**config.mk**
```make
export PLATFORM = sky130hd
export DESIGN_NAME = cfg_serial_top
export DESIGN_NICKNAME = d
export VERILOG_FILES = /design/src/rtl/cfg_pkg.sv /design/src/rtl/cfg_sync.sv /design/src/rtl/cfg_shift_rx.sv /design/src/rtl/cfg_stage.sv /design/src/rtl/cfg_serial_top.sv
export SDC_FILE = /design/constraint.sdc
export NUM_CORES = 1
export LEC_CHECK = 0
export ABC_AREA = 1
export ABC_CLOCK_PERIOD_IN_PS = 3600
export BUFFER_PORTS_ARGS = -buffer_cell sky130_fd_sc_hd__buf_2
export CAP_MARGIN = 20
export CORE_MARGIN = 2
export CORE_UTILIZATION = 38
export DETAILED_ROUTE_END_ITERATION = 6
export GPL_ROUTABILITY_DRIVEN = 1
export GPL_TIMING_DRIVEN = 0
export PLACE_DENSITY_LB_ADDON = 0.2
export SETUP_SLACK_MARGIN = 0.2
export SLEW_MARGIN = 10
export SYNTH_ARGS = -nofsm -noshare
export SYNTH_HDL_FRONTEND = slang
export SYNTH_HIERARCHICAL = 1
export SYNTH_SLANG_ARGS = --single-unit
```
**constraint.sdc**
```tcl
create_clock -name clk -period 3.6 [get_ports clk]
set_clock_uncertainty 0.05 [all_clocks]
set_input_delay 0.36 -clock clk [delete_from_list [all_inputs] [get_ports clk]]
set_output_delay 0.36 -clock clk [all_outputs]
set_load 0.02 [all_outputs]
```
**src/rtl/cfg_pkg.sv**
```systemverilog
package cfg_pkg;
  localparam int WORD_W = 8;
  localparam int ADDR_W = 2;
  localparam int N_STP  = 3;
  localparam int MS_W   = 2;
  localparam int PWM_W  = 4;
  localparam int VREF_W = 2;
  localparam int MSEL_W = 2;
  localparam logic [MS_W-1:0] FIXED_MS = 2'b10;

  typedef enum logic [ADDR_W-1:0] {
    SEL_MON  = 2'd0,
    SEL_STP1 = 2'd1,
    SEL_STP2 = 2'd2,
    SEL_CH56 = 2'd3
  } reg_sel_e;

  typedef enum logic [1:0] {
    DM_IDLE   = 2'd0,
    DM_ARMED  = 2'd1,
    DM_FALLEN = 2'd2
  } dm_state_e;
endpackage

```
**src/rtl/cfg_sync.sv**
```systemverilog
module cfg_sync #(
  parameter int W      = 1,
  parameter int STAGES = 2
) (
  input  logic         clk,
  input  logic         rst_n,
  input  logic [W-1:0] d,
  output logic [W-1:0] q
);
  logic [W-1:0] stg [STAGES];

  always_ff @(posedge clk or negedge rst_n) begin
    if (!rst_n) begin
      for (int k = 0; k < STAGES; k++) stg[k] <= '0;
    end else begin
      stg[0] <= d;
      for (int k = 1; k < STAGES; k++) stg[k] <= stg[k-1];
    end
  end

  assign q = stg[STAGES-1];
endmodule

```
**src/rtl/cfg_shift_rx.sv**
```systemverilog
module cfg_shift_rx #(
  parameter int W = 8
) (
  input  logic         clk,
  input  logic         rst_n,
  input  logic         sclk_s,
  input  logic         dat_s,
  input  logic         stb_s,
  output logic         ld,
  output logic [W-1:0] word
);
  logic         sclk_q, stb_q;
  logic [W-1:0] sh_q, sh_n;
  logic         sclk_rise;

  always_comb begin
    sclk_rise = sclk_s & ~sclk_q;
    sh_n      = sh_q;
    if (sclk_rise) sh_n = {dat_s, sh_q[W-1:1]};
  end

  assign ld   = stb_s & ~stb_q;
  assign word = sh_q;

  always_ff @(posedge clk or negedge rst_n) begin
    if (!rst_n) begin
      sclk_q <= 1'b0;
      stb_q  <= 1'b0;
      sh_q   <= '0;
    end else begin
      sclk_q <= sclk_s;
      stb_q  <= stb_s;
      sh_q   <= sh_n;
    end
  end
endmodule

```
**src/rtl/cfg_stage.sv**
```systemverilog
module cfg_stage
  import cfg_pkg::*;
#(
  parameter logic [MS_W-1:0] MS_RST = '0
) (
  input  logic            clk,
  input  logic            rst_n,
  input  logic            step_s,
  input  logic            ld,
  input  logic            d_dir,
  input  logic [MS_W-1:0] d_ms,
  input  logic            d_rst_n,
  input  logic            d_oe,
  output logic            o_dir,
  output logic [MS_W-1:0] o_ms,
  output logic            o_rst_n,
  output logic            o_oe
);
  logic            step_q;
  dm_state_e       st_q, st_n;
  logic            sv_dir_q, sv_dir_n;
  logic [MS_W-1:0] sv_ms_q, sv_ms_n;
  logic            sv_rst_q, sv_rst_n;
  logic            sv_oe_q, sv_oe_n;
  logic            pend_q, pend_n;
  logic            a_dir_q, a_dir_n;
  logic [MS_W-1:0] a_ms_q, a_ms_n;
  logic            a_rst_q, a_rst_n;
  logic            a_oe_q, a_oe_n;
  logic            rise, fall;

  always_comb begin
    rise     = step_s & ~step_q;
    fall     = ~step_s & step_q;
    st_n     = st_q;
    sv_dir_n = sv_dir_q;
    sv_ms_n  = sv_ms_q;
    sv_rst_n = sv_rst_q;
    sv_oe_n  = sv_oe_q;
    pend_n   = pend_q;
    a_dir_n  = a_dir_q;
    a_ms_n   = a_ms_q;
    a_rst_n  = a_rst_q;
    a_oe_n   = a_oe_q;
    if (ld) begin
      // edges in the latch cycle do not count toward either wait
      sv_dir_n = d_dir;
      sv_ms_n  = d_ms;
      sv_rst_n = d_rst_n;
      sv_oe_n  = d_oe;
      pend_n   = 1'b1;
      st_n     = DM_ARMED;
    end else begin
      if (pend_q && rise) begin
        a_rst_n = sv_rst_q;
        a_oe_n  = sv_oe_q;
        pend_n  = 1'b0;
      end
      case (st_q)
        DM_ARMED:  if (fall) st_n = DM_FALLEN;
        DM_FALLEN: if (rise) begin
          a_dir_n = sv_dir_q;
          a_ms_n  = sv_ms_q;
          st_n    = DM_IDLE;
        end
        default: ;
      endcase
    end
  end

  always_ff @(posedge clk or negedge rst_n) begin
    if (!rst_n) begin
      step_q   <= 1'b0;
      st_q     <= DM_IDLE;
      sv_dir_q <= 1'b0;
      sv_ms_q  <= MS_RST;
      sv_rst_q <= 1'b0;
      sv_oe_q  <= 1'b0;
      pend_q   <= 1'b0;
      a_dir_q  <= 1'b0;
      a_ms_q   <= MS_RST;
      a_rst_q  <= 1'b0;
      a_oe_q   <= 1'b0;
    end else begin
      step_q   <= step_s;
      st_q     <= st_n;
      sv_dir_q <= sv_dir_n;
      sv_ms_q  <= sv_ms_n;
      sv_rst_q <= sv_rst_n;
      sv_oe_q  <= sv_oe_n;
      pend_q   <= pend_n;
      a_dir_q  <= a_dir_n;
      a_ms_q   <= a_ms_n;
      a_rst_q  <= a_rst_n;
      a_oe_q   <= a_oe_n;
    end
  end

  assign o_dir   = a_dir_q;
  assign o_ms    = a_ms_q;
  assign o_rst_n = a_rst_q;
  assign o_oe    = a_oe_q;
endmodule

```
**src/rtl/cfg_serial_top.sv**
```systemverilog
module cfg_serial_top
  import cfg_pkg::*;
#(
  parameter int SYNC_STAGES = 2
) (
  input  logic                   clk,
  input  logic                   rst_n,
  input  logic                   ser_clk,
  input  logic                   ser_dat,
  input  logic                   ser_stb,
  input  logic [N_STP-1:0]       step_clk,
  output logic [MSEL_W-1:0]      mon_sel,
  output logic [N_STP-1:0]       mon_qtr,
  output logic                   ch56_micro,
  output logic [PWM_W-1:0]       pwm_ctl,
  output logic [VREF_W-1:0]      pwm_vref,
  output logic [N_STP-1:0]       stp_dir,
  output logic [MS_W*N_STP-1:0]  stp_ms,
  output logic [N_STP-1:0]       stp_hold,
  output logic [N_STP-1:0]       stp_rst_n,
  output logic [N_STP-1:0]       stp_oe
);
  localparam int SYNC_W = 3 + N_STP;

  logic [SYNC_W-1:0] sync_q;
  logic              sclk_s, dat_s, stb_s;
  logic [N_STP-1:0]  step_s;
  logic              rx_ld;
  logic [WORD_W-1:0] rx_word;
  reg_sel_e          sel;

  cfg_sync #(.W(SYNC_W), .STAGES(SYNC_STAGES)) u_sync (
    .clk(clk), .rst_n(rst_n),
    .d({step_clk, ser_stb, ser_dat, ser_clk}),
    .q(sync_q)
  );
  assign {step_s, stb_s, dat_s, sclk_s} = sync_q;

  cfg_shift_rx #(.W(WORD_W)) u_rx (
    .clk(clk), .rst_n(rst_n),
    .sclk_s(sclk_s), .dat_s(dat_s), .stb_s(stb_s),
    .ld(rx_ld), .word(rx_word)
  );

  assign sel = reg_sel_e'(rx_word[ADDR_W-1:0]);

  // immediate registers
  logic [MSEL_W-1:0] msel_q, msel_n;
  logic [N_STP-1:0]  mqtr_q, mqtr_n;
  logic              micro_q, micro_n;
  logic [PWM_W-1:0]  pwm_q, pwm_n;
  logic [VREF_W-1:0] vref_q, vref_n;
  logic [N_STP-1:0]  hold_q, hold_n;

  logic [N_STP-1:0]      stp_ld, c_dir, c_rst, c_oe, c_hold;
  logic [MS_W-1:0]       c_ms [N_STP];

  genvar gi;
  generate
    for (gi = 0; gi < N_STP; gi++) begin : g_stp
      if (gi < N_STP - 1) begin : g_full
        assign stp_ld[gi] = rx_ld && (rx_word[ADDR_W-1:0] == ADDR_W'(gi + 1));
        assign c_dir[gi]  = rx_word[2];
        assign c_ms[gi]   = rx_word[4:3];
        assign c_hold[gi] = rx_word[5];
        assign c_rst[gi]  = rx_word[6];
        assign c_oe[gi]   = rx_word[7];
      end else begin : g_fixed
        assign stp_ld[gi] = rx_ld && (sel == SEL_CH56);
        assign c_dir[gi]  = rx_word[2];
        assign c_ms[gi]   = FIXED_MS;
        assign c_hold[gi] = rx_word[3];
        assign c_rst[gi]  = rx_word[4];
        assign c_oe[gi]   = rx_word[5];
      end

      cfg_stage #(.MS_RST((gi < N_STP - 1) ? '0 : FIXED_MS)) u_stage (
        .clk(clk), .rst_n(rst_n), .step_s(step_s[gi]), .ld(stp_ld[gi]),
        .d_dir(c_dir[gi]), .d_ms(c_ms[gi]), .d_rst_n(c_rst[gi]), .d_oe(c_oe[gi]),
        .o_dir(stp_dir[gi]), .o_ms(stp_ms[gi*MS_W +: MS_W]),
        .o_rst_n(stp_rst_n[gi]), .o_oe(stp_oe[gi])
      );
    end
  endgenerate

  always_comb begin
    msel_n  = msel_q;
    mqtr_n  = mqtr_q;
    micro_n = micro_q;
    pwm_n   = pwm_q;
    vref_n  = vref_q;
    hold_n  = hold_q;
    if (rx_ld && sel == SEL_MON) begin
      msel_n  = rx_word[3:2];
      mqtr_n  = rx_word[6:4];
      micro_n = rx_word[7];
    end
    if (rx_ld && sel == SEL_CH56) begin
      pwm_n  = rx_word[5:2];
      vref_n = rx_word[7:6];
    end
    for (int k = 0; k < N_STP; k++) begin
      if (stp_ld[k]) hold_n[k] = c_hold[k];
    end
  end

  always_ff @(posedge clk or negedge rst_n) begin
    if (!rst_n) begin
      msel_q  <= '0;
      mqtr_q  <= '0;
      micro_q <= 1'b0;
      pwm_q   <= '0;
      vref_q  <= '0;
      hold_q  <= '0;
    end else begin
      msel_q  <= msel_n;
      mqtr_q  <= mqtr_n;
      micro_q <= micro_n;
      pwm_q   <= pwm_n;
      vref_q  <= vref_n;
      hold_q  <= hold_n;
    end
  end

  assign mon_sel    = msel_q;
  assign mon_qtr    = mqtr_q;
  assign ch56_micro = micro_q;
  assign pwm_ctl    = pwm_q;
  assign pwm_vref   = vref_q;
  assign stp_hold   = hold_q;
endmodule

```
Word level (Yosys, flattened, before mapping)
Cells that the tools add are included.
{"block": "totals", "reg_bits": 75, "in_bits": 8, "output_inout_bits": 30, "elab_cells": 119}
{"block": "op_classes", "eq_ne": 15, "muxes": 18, "n_bitwise": 19, "reduce_logical": 23}
{"cell": "$mux 2", "count": 9}
{"cell": "$ne 3x1->1 const B", "count": 6}
{"cell": "$reduce_and 3->1", "count": 6}
{"cell": "$pmux 2 s2", "count": 3}
{"cell": "$not 1->1", "count": 11}
{"cell": "$eq 2x2->1 const B", "count": 5}
{"cell": "$reduce_bool 3->1", "count": 3}
{"cell": "$and 1x1->1", "count": 8}
{"cell": "$eq 2x1->1 const B", "count": 4}
{"cell": "$logic_and 1x1->1", "count": 7}
{"cell": "$mux 1", "count": 6}
{"cell": "$reduce_and 2->1", "count": 3}
{"cell": "$reduce_bool 2->1", "count": 3}
{"cell": "$logic_not 2->1", "count": 1}

Depth between registers and ports, before layout
{"block": "depth", "word_depth": 5, "ltp_mapped": 11}

Modules after synthesis
Netlist, hierarchy kept.
{"mod": "cfg_stage (g_stp[0].u_stage ...)", "instances": 2, "cells_per_inst": 64, "area_each_um2": 559.3, "seq_area_each_um2": 350.3}
{"mod": "cfg_serial_top", "instances": 1, "cells_per_inst": 73, "area_each_um2": 665.6, "seq_area_each_um2": 350.3}
{"mod": "cfg_stage (g_stp[2].u_stage)", "instances": 1, "cells_per_inst": 64, "area_each_um2": 561.8, "seq_area_each_um2": 352.8}
{"mod": "cfg_shift_rx", "instances": 1, "cells_per_inst": 39, "area_each_um2": 384.1, "seq_area_each_um2": 250.2}
{"mod": "cfg_sync", "instances": 1, "cells_per_inst": 18, "area_each_um2": 345.3, "seq_area_each_um2": 300.3}

Worst setup path before layout
OpenSTA, ideal clock, no wires.
{"block": "synth_timing", "kind": "reg2reg", "from": "register u_sync.stg, in the netlist u_sync/q[2]", "to": "register g_stp[2].u_stage.a_dir_q", "setup_ns": 0.122, "arrival_ns": 1.237, "required_time_ns": 3.428, "slack_ns": 2.192, "stages_incl_launch_ff": 11, "path_buffers": 2, "period_less_slack_ns": 1.408, "path_cell_list": "dfrtp_1 > buf_4 > inv_1 > nor2_1 > buf_4 > nand3_4 > inv_1 > nor2_1 > nand2_1 > nand2_1 > o21ai_1"}
{"block": "synth_via", "elab_chain_len": 4}
{"element": "start, declared", "line": "cfg_sync.sv:10", "rtl": "logic [W-1:0] stg [STAGES];"}
{"element": "$and 1x1->1", "line": "cfg_shift_rx.sv:22", "rtl": "assign ld = stb_s & ~stb_q;"}
{"element": "via rx_ld", "line": "cfg_serial_top.sv:28", "rtl": "logic rx_ld;"}
{"element": "$logic_and 1x1->1", "line": "cfg_serial_top.sv:69", "rtl": "assign stp_ld[gi] = rx_ld && (sel == SEL_CH56);"}
{"element": "via stp_ld[2]", "line": "cfg_serial_top.sv:55", "rtl": "logic [N_STP-1:0] stp_ld, c_dir, c_rst, c_oe, c_hold;"}
{"element": "$not 1->1 (no source line)"}
{"element": "$reduce_and 3->1 (no source line)"}
{"element": "end signal, assigned", "line": "cfg_stage.sv:92", "rtl": "a_dir_q <= a_dir_n;"}
{"element": "end, declared", "line": "cfg_stage.sv:26", "rtl": "logic a_dir_q, a_dir_n;"}
The timed path passes the listed nets, and every way through them passes these cells.
A chain may end at the register's enable or synchronous reset.

==> results.yml <==
global_routing:
  grt-ovfl-total: 0
  grt_max_degree: 45
  grt_pass1_wl_mm: 9.522
  grt_pass1_vias: 2082
  grtUsageTotal: 0.1397
  antenna_found_initial: 0
floorplanning:
  rows: 32
  die_area_um2: 8828
  initial_core_util: 0.3959
  die_height_um: 93.96
  ios: 38
  chipWidth_um: 93.96
  coreArea_um2: 7767
synthesis:
  ys_types: 20
  synth_fp_nets: 330
  netlist_instances: 322
  synth_top_cell_area_share: 0.6184
  ys_seq_area_frac: 0.6355
  yosys.area.top_type: "dfrtp_1"
  syn_area_per_cell_um2: 9.551
  synth_seq_cells: 78
  syn_area_um2: 3075
  yosysWarningCount: 6
  synth.area.top_cells: "dfrtp_1 62%, nand2_1 13%, inv_1 4.5%, nand3_1 3.3%, o21ai_0 2.4%"
pwr:
  vdd_drop_max_uv: 162.3
  leakagePower_nw: 1.942
  power_density_nw_per_um2: 628.3
min_path:
  min-delay-start: "step_clk[2]"
  hp-class: "in2reg"
  hold_end: "u_sync/stg[11]"
  min_delay_path_depth: 1
setup_path:
  timing.rr.start: "u_sync/q[2]"
  r2r_setup_slack_ns: 2.00
  worst-path-max-fanout: 9
  crit_path_end_kind: "flip-flop"
  cp.arrival_ns: 1.80
  crit_required_ns: 3.80
  reg2reg_depth: 10
  r2r-end: "g_stp[2].u_stage/o_ms[0]"
  path_class: "reg2reg"
  start_kind: "flip-flop"
place:
  port_buffers: 37
  gp_congestion: 0.7060
  dp.cells: 462
  hpwlAfterDp_mm: 3.571
  dpl-instance-area_um2: 3418
cts:
  clk_pin_slew_ns: 0.09
  cts_tree: "yes"
  cts_buffer_depth: 2
  cts_repair_resize_count: 0
  cts_root_buf: "clkbuf_8"
  cts_made_buffers: 9
  htreeDepth: 3
  insertion_delay_ns: 0.35
  cts_setup_buffers: 0
  cts_sinks: 78
route:
  via_per_inst: 4.476
  ant_nets: 0
  wirelength_mm: 5.347
  routedWlPerCell_um: 11.16
  vias: 2144
  first_pass_iters: 4
  drc_errors: 0
  drtIter0Drc: 112
run:
  maxCapViolations: 0
finish:
  syn_to_final_growth_pct: 17.49
  diodes: 0
  nNetsFinal: 380
  final_common_cell: "nand2_1"
  drive_gt1_frac: 0.2202
  final_cells: 479
  final_cell_mix: "104 x nand2_1, 76 x dfrtp_1, 39 x buf_2"
  finalInstanceArea_um2: 3613
  fin_util: 0.4652
sta:
  period_needed_ns: 1.600
  setup_viol: 0
  post-route-period-util: 0.4445
  drv_slew: 0
  fmax_ghz: 0.6250
  hold_viol_final: 0
  rsz0062_at_grt: "no"
  tns_ns: 0
run_status:
  status: "finished clean"
## routing by layer
metal | up-vias | track usage | part of all wire
met4 | 0 | 0.07246 | 0.022
li1 | 1103 | - | -
met1 | 993 | 0.1824 | 0.50
met5 | - | 0 | 0
met2 | 38 | 0.2185 | 0.44
met3 | 10 | 0.03050 | 0.037
## cell usage after synthesis
cell type,number
nand2_1,104
dfrtp_1,76
o21ai_0,15
o21ai_1,15
nor2_1,10
conb_1,2
a21oi_1,6
dfstp_2,2
buf_2,3
nand3_4,1
nand2_2,4
nand4_1,8
nand3_2,2
buf_6,4
nor2_4,1
nand3_1,20
inv_2,3
buf_4,8
inv_1,37
nand2_4,1
## cell families (layout without fill, tap and decap cells)
logic type	after synthesis	count (layout)	synth area share
buf+inv	55	110	0.08787
simple gates	151	151	0.2156
other cells	2	2	0.002442
compound gates	36	36	0.05858
flops	78	78	0.6355
## where the power goes
part	leakage [nW]	switching [W]	internal (W)
Sequential	1.02	0.000113	0.00105
Combinational	0.831	0.000313	0.000172
Clock	0.0956	0.000356	0.000265
Total	1.94	0.000782	0.00149
## repair_timing
item | 4_1_cts | 5_1_grt
hold buffers | 1 | 0
setup endpoints to repair | 0 | 0
endpoints found under the hold margin | 32 | 0
## through the flow
stage	setup slack [ns]	total power (W)	hold WS, ns
after floorplan	2.192	0.001503	0.01441
after global placement	1.546	0.001657	0.2814
after detailed placement	1.993	0.001674	0.2855
after CTS	1.991	0.002305	0.03333
after global routing	1.831	0.002440	0.03206
final	2.000	0.002270	0.05119
## worst max-delay path by stage
stage / to / from / cells past startpoint
2_1_floorplan: g_stp[2].u_stage/o_dir / u_sync/q[2] / 10
3_3_place_gp: u_sync/stg[10] / rst_n / 1
3_5_place_dp: g_stp[2].u_stage/o_ms[0] / u_sync/q[2] / 10
4_1_cts: g_stp[2].u_stage/o_ms[0] / u_sync/q[2] / 10
5_1_grt: g_stp[2].u_stage/o_ms[1] / u_sync/q[2] / 10
6_report: g_stp[2].u_stage/o_ms[0] / u_sync/q[2] / 10
## critical path: stages, from the launching register on
cell	delay [ns]
dfrtp_1	0.37
buf_4	0.13
inv_1	0.04
nor2_1	0.04
buf_4	0.17
nand3_4	0.12
inv_1	0.10
nor2_1	0.15
nand2_1	0.17
nand2_1	0.10
o21ai_1	0.06
## final cells by class
class                   instances  area, um^2
plain buffers                  15       120.1
clock buffers                   9       123.9
clock inverters                 7       61.31
fillers                       764        4154
inverters                      40       150.1
multi-input cells             189       850.8
flip-flops and latches         78        1954
well taps                     102       127.6
repair buffers                 39       225.2
## registers in the layout, summed over array words and instances (netlist names), 2 cells and up
register,count
g_stp.u_stage/o_ms,6
g_stp.u_stage/st_q,6
g_stp.u_stage/o_rst_n,3
u_sync/q,6
g_stp.u_stage/sv_rst_q,3
g_stp.u_stage/o_dir,3
u_rx/word,8
g_stp.u_stage/o_oe,3
g_stp.u_stage/sv_dir_q,3
mon_qtr,3
g_stp.u_stage/step_q,3
g_stp.u_stage/pend_q,3
pwm_vref,2
mon_sel,2
pwm_ctl,4
g_stp.u_stage/sv_ms_q,6
stp_hold,2
g_stp.u_stage/sv_oe_q,3
u_sync/stg,6
Note: power is estimated with default switching activity, not from simulation.
